===== src/rtl/fdmx_pkg.sv =====
`timescale 1ns/1ps
package fdmx_pkg;
  typedef logic [7:0] byte_t;

  // header layout inside a sub-block; the reserved byte sits at offset 3
  localparam int unsigned HDR_BYTES = 4;
  localparam int unsigned OFS_IDX   = 0;
  localparam int unsigned OFS_TOK   = 1;
  localparam int unsigned OFS_LEN   = 2;
  localparam int unsigned OFS_LAST  = 3;

  typedef struct packed {
    byte_t idx;
    byte_t tok;
    byte_t len;
  } hdr_t;
endpackage


===== src/rtl/fdmx_pos_track.sv =====
`timescale 1ns/1ps
module fdmx_pos_track #(
  parameter int unsigned NUM_CH    = 4,
  parameter int unsigned SUB_BYTES = 128,
  localparam int unsigned OFF_W    = $clog2(SUB_BYTES),
  localparam int unsigned SUB_W    = (NUM_CH > 1) ? $clog2(NUM_CH) : 1
) (
  input  logic             clk_i,
  input  logic             rst_ni,
  input  logic             take_i,
  input  logic             sof_i,
  output logic [OFF_W-1:0] off_o,
  output logic [SUB_W-1:0] sub_o,
  output logic             live_o
);
  logic [OFF_W-1:0] off_q;
  logic [SUB_W-1:0] sub_q;
  logic             live_q;

  // position of the byte on the bus now; a start flag forces byte 0
  assign off_o  = sof_i ? '0 : off_q;
  assign sub_o  = sof_i ? '0 : sub_q;
  assign live_o = sof_i | live_q;

  always_ff @(posedge clk_i or negedge rst_ni) begin
    if (!rst_ni) begin
      off_q  <= '0;
      sub_q  <= '0;
      live_q <= 1'b0;
    end else if (take_i && live_o) begin
      if (off_o == OFF_W'(SUB_BYTES - 1)) begin
        off_q <= '0;
        if (sub_o == SUB_W'(NUM_CH - 1)) begin
          sub_q  <= '0;
          live_q <= 1'b0;
        end else begin
          sub_q  <= sub_o + 1'b1;
          live_q <= 1'b1;
        end
      end else begin
        off_q  <= off_o + 1'b1;
        sub_q  <= sub_o;
        live_q <= 1'b1;
      end
    end
  end
endmodule


===== src/rtl/fdmx_hdr_check.sv =====
`timescale 1ns/1ps
module fdmx_hdr_check
  import fdmx_pkg::*;
#(
  parameter int unsigned OFF_W   = 7,
  parameter int unsigned SUB_W   = 2,
  parameter int unsigned MAX_LEN = 124,
  parameter logic [7:0]  TOKEN   = 8'h02
) (
  input  logic             clk_i,
  input  logic             rst_ni,
  input  logic             take_i,
  input  logic             live_i,
  input  logic [OFF_W-1:0] off_i,
  input  logic [SUB_W-1:0] sub_i,
  input  byte_t            byte_i,
  output logic             open_o,
  output byte_t            len_o,
  output logic             bad_o
);
  hdr_t hdr_q;
  logic open_q;
  logic hdr_ok;
  logic step;

  assign step   = take_i & live_i;
  assign hdr_ok = (hdr_q.idx == byte_t'(sub_i)) &&
                  (hdr_q.tok == TOKEN) &&
                  (hdr_q.len <= byte_t'(MAX_LEN));

  always_ff @(posedge clk_i or negedge rst_ni) begin
    if (!rst_ni) begin
      hdr_q  <= '0;
      open_q <= 1'b0;
    end else if (step) begin
      if (off_i == OFF_W'(OFS_IDX)) begin
        hdr_q.idx <= byte_i;
        open_q    <= 1'b0;
      end
      if (off_i == OFF_W'(OFS_TOK)) hdr_q.tok <= byte_i;
      if (off_i == OFF_W'(OFS_LEN)) hdr_q.len <= byte_i;
      // verdict once the whole header is in; reserved byte is not looked at
      if (off_i == OFF_W'(OFS_LAST)) open_q <= hdr_ok && (hdr_q.len != '0);
    end
  end

  assign open_o = open_q;
  assign len_o  = hdr_q.len;
  assign bad_o  = step && (off_i == OFF_W'(OFS_LAST)) && !hdr_ok;
endmodule


===== src/rtl/fdmx_err_cnt.sv =====
`timescale 1ns/1ps
module fdmx_err_cnt #(
  parameter int unsigned CNT_W = 8
) (
  input  logic             clk_i,
  input  logic             rst_ni,
  input  logic             inc_i,
  output logic [CNT_W-1:0] cnt_o
);
  always_ff @(posedge clk_i or negedge rst_ni) begin
    if (!rst_ni)                  cnt_o <= '0;
    else if (inc_i && ~&cnt_o)    cnt_o <= cnt_o + 1'b1;
  end
endmodule


===== src/rtl/frame_demux.sv =====
`timescale 1ns/1ps
module frame_demux
  import fdmx_pkg::*;
#(
  parameter int unsigned NUM_CH    = 4,
  parameter int unsigned SUB_BYTES = 128,
  parameter logic [7:0]  TOKEN     = 8'h02,
  parameter int unsigned CNT_W     = 8
) (
  input  logic                 clk_i,
  input  logic                 rst_ni,
  input  logic [7:0]           in_data_i,
  input  logic                 in_sof_i,
  input  logic                 in_valid_i,
  output logic                 in_ready_o,
  output logic [NUM_CH*8-1:0]  ch_data_o,
  output logic [NUM_CH-1:0]    ch_valid_o,
  input  logic [NUM_CH-1:0]    ch_ready_i,
  output logic [CNT_W-1:0]     err_count_o
);
  localparam int unsigned OFF_W   = $clog2(SUB_BYTES);
  localparam int unsigned SUB_W   = (NUM_CH > 1) ? $clog2(NUM_CH) : 1;
  localparam int unsigned MAX_LEN = SUB_BYTES - HDR_BYTES;

  logic             sof_hit;
  logic             take;
  logic [OFF_W-1:0] cur_off;
  logic [SUB_W-1:0] cur_sub;
  logic             cur_live;
  logic             hdr_open;
  byte_t            hdr_len;
  logic             hdr_bad;
  byte_t            off_b;
  byte_t            pay_idx;
  logic             fwd_slot;

  assign sof_hit = in_valid_i & in_sof_i;
  assign take    = in_valid_i & in_ready_o;

  fdmx_pos_track #(
    .NUM_CH    (NUM_CH),
    .SUB_BYTES (SUB_BYTES)
  ) u_pos (
    .clk_i  (clk_i),
    .rst_ni (rst_ni),
    .take_i (take),
    .sof_i  (sof_hit),
    .off_o  (cur_off),
    .sub_o  (cur_sub),
    .live_o (cur_live)
  );

  fdmx_hdr_check #(
    .OFF_W   (OFF_W),
    .SUB_W   (SUB_W),
    .MAX_LEN (MAX_LEN),
    .TOKEN   (TOKEN)
  ) u_hdr (
    .clk_i  (clk_i),
    .rst_ni (rst_ni),
    .take_i (take),
    .live_i (cur_live),
    .off_i  (cur_off),
    .sub_i  (cur_sub),
    .byte_i (in_data_i),
    .open_o (hdr_open),
    .len_o  (hdr_len),
    .bad_o  (hdr_bad)
  );

  fdmx_err_cnt #(
    .CNT_W (CNT_W)
  ) u_err (
    .clk_i  (clk_i),
    .rst_ni (rst_ni),
    .inc_i  (hdr_bad),
    .cnt_o  (err_count_o)
  );

  // payload window: past the header and inside the declared length
  assign off_b    = byte_t'(cur_off);
  assign pay_idx  = off_b - byte_t'(HDR_BYTES);
  assign fwd_slot = cur_live && hdr_open &&
                    (off_b >= byte_t'(HDR_BYTES)) && (pay_idx < hdr_len);

  assign in_ready_o = fwd_slot ? ch_ready_i[cur_sub] : 1'b1;

  for (genvar c = 0; c < NUM_CH; c++) begin : g_ch
    assign ch_valid_o[c]       = in_valid_i & fwd_slot & (cur_sub == SUB_W'(c));
    assign ch_data_o[c*8 +: 8] = in_data_i;
  end
endmodule


===== config.mk =====
export PLATFORM = sky130hd
export DESIGN_NAME = frame_demux
export DESIGN_NICKNAME = d
export VERILOG_FILES = /design/src/rtl/fdmx_pkg.sv /design/src/rtl/fdmx_pos_track.sv /design/src/rtl/fdmx_hdr_check.sv /design/src/rtl/fdmx_err_cnt.sv /design/src/rtl/frame_demux.sv
export SDC_FILE = /design/constraint.sdc
export NUM_CORES = 1
export LEC_CHECK = 0
export BUFFER_PORTS_ARGS = -buffer_cell sky130_fd_sc_hd__buf_4
export CORE_MARGIN = 3
export CORE_UTILIZATION = 23
export CTS_CLUSTER_SIZE = 14
export DETAILED_ROUTE_END_ITERATION = 16
export GPL_TIMING_DRIVEN = 0
export HOLD_SLACK_MARGIN = 0.12
export PLACE_DENSITY = 0.41
export SLEW_MARGIN = 25
export SYNTH_ARGS = -nofsm -noshare
export SYNTH_HDL_FRONTEND = slang
export SYNTH_SLANG_ARGS = --single-unit
export TNS_END_PERCENT = 5

===== constraint.sdc =====
create_clock -name clk_i -period 4.9 [get_ports clk_i]
set_clock_uncertainty 0.2 [all_clocks]
set_input_delay 0 -clock clk_i [delete_from_list [all_inputs] [get_ports clk_i]]
set_output_delay 0 -clock clk_i [all_outputs]
set_load 0.01 [all_outputs]

==> results of run 1 <==
[registers in the layout (all words and copies together) (netlist names)]
signal,count
u_err.cnt_o,8
u_hdr.hdr_q,16
u_hdr.len_o,8
u_hdr.open_o,1
u_pos.live_q,1
u_pos.off_q,7
u_pos.sub_q,2
[critical path: stages]
cell and delay, ns:
dlygate4sd3_1 0.53, clkbuf_2 0.17, nand2_1 0.26, clkbuf_1 0.39
nand2_1 0.18, xnor2_1 0.16, ha_1 0.29, a21o_1 0.18
a2111oi_0 0.59, a31oi_1 0.18, a211oi_2 0.48, buf_2 0.32
o21ai_0 0.12, o41ai_1 0.08
[logic make-up after synthesis]
logic type / Yosys count / share of synthesized area [%]
multiplexers: 28 / 11.70
AO/OA/AOI/OAI: 40 / 10.95
adder cells (fa/ha/maj): 15 / 6.990
AND/OR/NAND/NOR: 82 / 15.38
flip-flops: 43 / 40.07
XOR/XNOR: 9 / 2.936
buffers and inverters: 53 / 11.98
[worst min-delay path by stage]
stage                             start                    endpoint
2_1_floorplan                    rst_ni  u_err.cnt_o[0]$_DFFE_PN0P_
4_1_cts                   ch_ready_i[0]                  in_ready_o
5_1_grt        u_hdr.open_o$_DFFE_PN0P_    u_hdr.open_o$_DFFE_PN0P_
6_report                  ch_ready_i[0]                  in_ready_o
3_3_place_gp                     rst_ni    u_pos.live_q$_DFFE_PN0P_
3_5_place_dp                     rst_ni  u_pos.off_q[5]$_DFFE_PN0P_
[cell usage in the layout, fill, tap and decap left out, types with 8 or more instances in the layout]
master,n
and3_1,8
buf_4,91
dfrtp_1,43
dlygate4sd3_1,13
ha_1,15
inv_1,16
mux2_2,26
nand2_1,24
nand3_1,10
nor2_1,16
o21ai_0,9
xnor2_1,8
[area by class of cell]
cell class                      instances  share of cell area [%]
Multi-Input combinational cell        174                   35.61
Sequential cell                        43                   29.76
Timing Repair Buffer                   73                   16.61
Buffer                                 37                   7.232
Tap cell                              140                   4.844
Clock buffer                            6                   3.841
Inverter                               16                   1.661
Clock inverter                          2                  0.4498
[per-layer routing]
metal  track usage, %  vias up
li1                 -     1079
met1            14.89     1018
met2            15.96       46
met3            2.493        2
met4            2.613        0
met5                0        -
[stage by stage]
step	utilization, %	area (sq um)
floorplan	-	2685
global placement	29.69	3303
detailed placement	29.69	3303
CTS	32.50	3616
global route	32.50	3616
finish	32.50	3616
[report_power, final]
group | switching (mW) | total [mW] | leakage [nW] | internal, mW
sequential | 0.112 | 0.598 | 0.534 | 0.486
clock | 0.141 | 0.345 | 0.0731 | 0.204
combinational | 0.250 | 0.543 | 1.08 | 0.293
total | 0.503 | 1.49 | 1.68 | 0.983
[timing repair]
item,in CTS,in global routing
hold buffers,14,0
endpoints found under the setup margin,0,0
endpoints found under the hold margin,70,0
==> flow_summary_export.csv, run 1 <==
group,metric,value,unit
cells_and_area,fin_cells,491,
timing,tightestPinTransition,0.7188,ns
placed_design,place.gp.congestion,0.7392,
synthesis,netlist-cell-type-count,52,
placed_design,place_inst,469,
synthesis,seq_area_frac_synth,40.07,%
cells_and_area,syn_to_final_growth,34.67,%
synthesis,synth-edff-count,0,
placed_design,portBuffers,59,
global_routing,grt_pass1_vias,2152,
power,irDropWorstVdd,138.0,uV
die,die_w,114.0,um
cts,ctsResizeCount,0,
power,power_density,410.9,nW/um^2
detailed_routing,wirelength,6425,um
detailed_routing,wl_met2,3029,um
cells_and_area,drive_gt1_share,38.18,%
global_routing,grt_max_degree,44,
synthesis,yosys-top-cells-area,"dfrtp_1, mux2_2, buf_4",
setup_path,endpoint,"u_pos.off_q[3]$_DFFE_PN0P_",
timing,setup-tns-final,0,ns
die,die_area,13010,sq um
setup_path,regToRegSetupSlack,1.09,ns
cells_and_area,fillers,1188,
cells_and_area,multiInputGateArea,1287,sq um
synthesis,ys_ff_latch,43,
timing,relSlewSlack,51.58,%
setup_path,r2r-end,"u_pos.off_q[3]$_DFFE_PN0P_",
cells_and_area,nets,381,
synthesis,syn-instance-count,270,
setup_path,crit_arrival,3.94,ns
power,power.total,1.486,mW
timing,fmax,0.2521,GHz
detailed_routing,drt-met1-wl,3073,um
cts,clkLatencyLatePin,0.28,ns
worst_hold_path,hp-class,"input port to primary output",
synthesis,yosys.cell_count.top_type,"dfrtp_1",
cts,cts_sinks,43,
power,leakage,1.682,nW
timing,period_share,80.95,%
timing,hold_viol_final,0,
timing,setup_ws,0.9335,ns
synthesis,netlist_area,2685,sq um
detailed_routing,drc_errors,0,
synthesis,ys_warn_count,0,
setup_path,reg2reg_from,"u_pos.off_q[2]$_DFFE_PN0P_",
synthesis,synth_top_cell_area_share,40.07,%
setup_path,worstPathMaxFanout,10,
worst_hold_path,holdPathStages,5,
cells_and_area,antenna_cells,0,
job,max_cap_viol_count,0,
detailed_routing,highest_layer,"met4",
global_routing,grt_use_total,10.46,%
cts,htree_levels,2,
setup_path,critPathLaunchType,"input port",
synthesis,synth_common_cells,"dfrtp_1, buf_4, mux2_2",
detailed_routing,drt_iter0_drc,83,
die,rows,38,
synthesis,yosys.area.top_type,"dfrtp_1",
detailed_routing,viasPerCell,4.369,
setup_path,setup.worst_path.end_class,"register",
cells_and_area,ff_latch_area,1076,sq um
timing,maxSlewViolCount,0,
synthesis,synth_fp_nets,301,
die,die_h,114.0,um
timing,setup_viol_count_final,0,
timing,timing.hold.ws,0.2802,ns
placed_design,place_ws,1.152,ns
cts,cts_buffers,5,
detailed_routing,wl_met3,287,um
cts,cts.path.max_buffers,2,
synthesis,avgSynthCellArea,9.945,sq um
placed_design,hpwl,4772,um
setup_path,path_class,"input port to register",
setup_path,ff2ff_path_depth,11,
setup_path,crit_path_start,"in_valid_i",
detailed_routing,drt_pass1_iterations,4,
die,core_area,11130,sq um
cts,cts_setup_buffers,0,
global_routing,grt_antenna_before_repair,0,
die,io_pins,61,
detailed_routing,antenna_left,0,
timing,rsz0062_at_grt,"false",
status,status,"completed",
cts,path_clk_slew,0.06,ns
synthesis,async_flop_share,100.0,%
detailed_routing,avgRoutedWirePerCell,13.09,um
cts,clock-root-buffer,"clkbuf_16",
detailed_routing,vias,2145,
cts,cts_tree,"yes",
die,initial_utilization,24.13,%
global_routing,grt_pass1_wl,10900,um
timing,fin_crit,3.967,ns
synthesis,synth_top_flop_cell,"dfrtp_1",
global_routing,globalRouteOverflowTotal,0,
setup_path,crit_required,4.87,ns
Note: power is estimated with default switching activity, not from simulation.
==> run 2, diff against run 1 <==
Clock period 4.9 ns to 3.8 ns, I/O delays scaled along.
==> run 2 against run 1 <==
Compared with the run above:
- critical path depth decreased by 4
- power grew 30%
- utilization rose by 0.19 points
- combinational power rose by 32%
- clock power rose by 29%
- flip-flop and latch count unchanged
- worst hold slack worse by 0.040 ns
- global-route usage up 0.067 points
- register-to-register slack worse by 0.82 ns
- sequential share of layout area is 0.17 points lower
- first-iteration DRC count shrank 24%
==> flow_summary_export.csv, run 2 (synthesized netlist as in run 1, its figures left out) <==
group,metric,value,unit
status,status,"completed",
detailed_routing,drc_errors,0,
timing,setup_ws,0.2693,ns
setup_path,crit_arrival,3.50,ns
cells_and_area,fin_util,32.69,%
cells_and_area,layout_common_cells,"buf_4, dfrtp_1, mux2_2, nand2_1",
cells_and_area,drive_gt1_share,38.64,%
detailed_routing,drt_iter0_drc,63,
cts,cts_sinks,43,
die,initial_utilization,24.13,%
timing,rsz0062_at_grt,"false",
setup_path,cp_slowest_cell,"or4_4",
detailed_routing,drt_pass1_iterations,5,
cells_and_area,ff_latch_area,1076,sq um
cts,clkLatencyLatePin,0.29,ns
timing,relSlewSlack,49.67,%
setup_path,cp_top_family,"compound AO/OA/AOI/OAI gates",
die,die_area,13010,sq um
power,irDropWorstVdd,178.2,uV
power,power_density,531.2,nW/um^2
setup_path,critPathBufInv,1,
detailed_routing,avgRoutedWirePerCell,13.13,um
placed_design,hpwl,4772,um
cells_and_area,top_register,"u_hdr.hdr_q",
global_routing,grt_antenna_before_repair,0,
global_routing,grt_pass1_vias,2167,
setup_path,setup.worst_path.end_class,"register",
setup_path,worstPathMaxFanout,7,
cts,cts_tree,"yes",
timing,fmax,0.2832,GHz
placed_design,dpl-instance-area,3303,sq um
cts,cts.path.max_buffers,2,
power,power.total,1.932,mW
cells_and_area,multiInputGateArea,1301,sq um
cells_and_area,layout_commonest_cell,"buf_4",
cts,clock-root-buffer,"clkbuf_16",
die,rows,38,
timing,tightestPinTransition,0.7470,ns
placed_design,place.gp.congestion,0.7392,
worst_hold_path,hp-class,"input port to register",
timing,period_share,92.91,%
detailed_routing,viasPerCell,4.394,
cells_and_area,antenna_cells,0,
job,max_cap_viol_count,0,
cts,htree_levels,2,
global_routing,grt_max_degree,44,
cells_and_area,syn_to_final_growth,35.46,%
placed_design,portBuffers,59,
timing,hold_viol_final,0,
cells_and_area,postLayoutCellArea,3637,sq um
die,die_h,114.0,um
global_routing,grt_use_total,10.53,%
cells_and_area,nets,382,
die,io_pins,61,
setup_path,crit_required,3.77,ns
power,leakage,1.688,nW
detailed_routing,wirelength,6459,um
timing,setup_viol_count_final,0,
cts,cts_buffers,5,
detailed_routing,vias,2162,
setup_path,crit_chain,"or4_4 -> nand2_1 -> xnor2_1 -> ha_1 -> a21o_1 -> a2111oi_2 -> a31oi_1 -> a211oi_4 -> buf_4 -> mux2_2",
die,core_area,11130,sq um
placed_design,place_ws,0.05192,ns
global_routing,grt_pass1_wl,10980,um
cells_and_area,largest_reg_flops,16,
die,die_w,114.0,um
timing,maxSlewViolCount,0,
setup_path,slowest_delay,0.60,ns
setup_path,path_class,"register to register",
timing,fin_crit,3.531,ns
cts,path_clk_slew,0.06,ns
detailed_routing,antenna_left,0,
global_routing,globalRouteOverflowTotal,0,
setup_path,critPathLaunchType,"register",
timing,setup-tns-final,0,ns
cells_and_area,fillers,1189,
==> run 2: worst reg2reg max path: cells and delay by family, from the launching register on <==
| family | cells | cell delay, ns |
|---|---|---|
| AO/OA/AOI/OAI | 4 | 1.17 |
| AND/OR/NAND/NOR | 2 | 0.71 |
| flip-flops | 1 | 0.45 |
| multiplexers | 1 | 0.32 |
| adder cells (fa/ha/maj) | 1 | 0.26 |
| buffers and inverters | 1 | 0.19 |
| XOR/XNOR | 1 | 0.13 |
==> run 2: path summary, 6_finish.rpt <==
check | start | slack [ns] | depth (start not counted) | to
hold / removal | in_sof_i | 0.24 | 4 | u_pos.off_q[5]$_DFFE_PN0P_
hold reg to reg | u_hdr.open_o$_DFFE_PN0P_ | 0.30 | 2 | u_hdr.open_o$_DFFE_PN0P_
setup / recovery | u_pos.off_q[2]$_DFFE_PN0P_ | 0.27 | 10 | u_pos.off_q[1]$_DFFE_PN0P_
min in group asynchronous | rst_ni | 0.57 | 4 | u_pos.live_q$_DFFE_PN0P_
setup reg to reg | u_pos.off_q[2]$_DFFE_PN0P_ | 0.27 | 10 | u_pos.off_q[1]$_DFFE_PN0P_
max in group asynchronous | rst_ni | 2.61 | 4 | u_hdr.hdr_q[17]$_DFFE_PN0P_
==> run 2: metal layers <==
metal / GRT usage [%] / routed length, um / vias to the layer above / share of wire [%]
met5: 0 / 0 / - / 0
met4: 2.613 / 35 / 0 / 0.54
met3: 2.546 / 296 / 2 / 4.6
met2: 16.12 / 3054 / 48 / 47
met1: 14.92 / 3073 / 1034 / 48
li1: - / - / 1078 / -
==> run 2: metrics by stage <==
step / std cells / hold WS, ns
floorplan: 270 / -0.4956
global placement: 469 / -0.1539
finish: 492 / 0.2399
global route: 492 / 0.2640
CTS: 491 / 0.2379
detailed placement: 469 / -0.1534
==> run 2: layout make-up <==
class / instances / share of cell area (%)
multi-input combinational: 174 / 35.78
sequential: 43 / 29.58
timing repair buffer: 74 / 16.72
buffer: 37 / 7.190
tap: 140 / 4.816
clock buffer: 6 / 3.818
inverter: 16 / 1.651
clock inverter: 2 / 0.4472
==> run 2: where the power goes <==
part / total [mW] / internal [mW] / switching (mW)
registers: 0.770 / 0.627 / 0.143
clock network: 0.446 / 0.263 / 0.183
logic: 0.716 / 0.384 / 0.332
==> run 2: what timing repair did <==
action,4_1_cts,5_1_grt
gates resized for setup,0,3
hold endpoints to repair,70,0
hold buffers,14,0
endpoints found under the setup margin,0,14
setup buffers,0,1
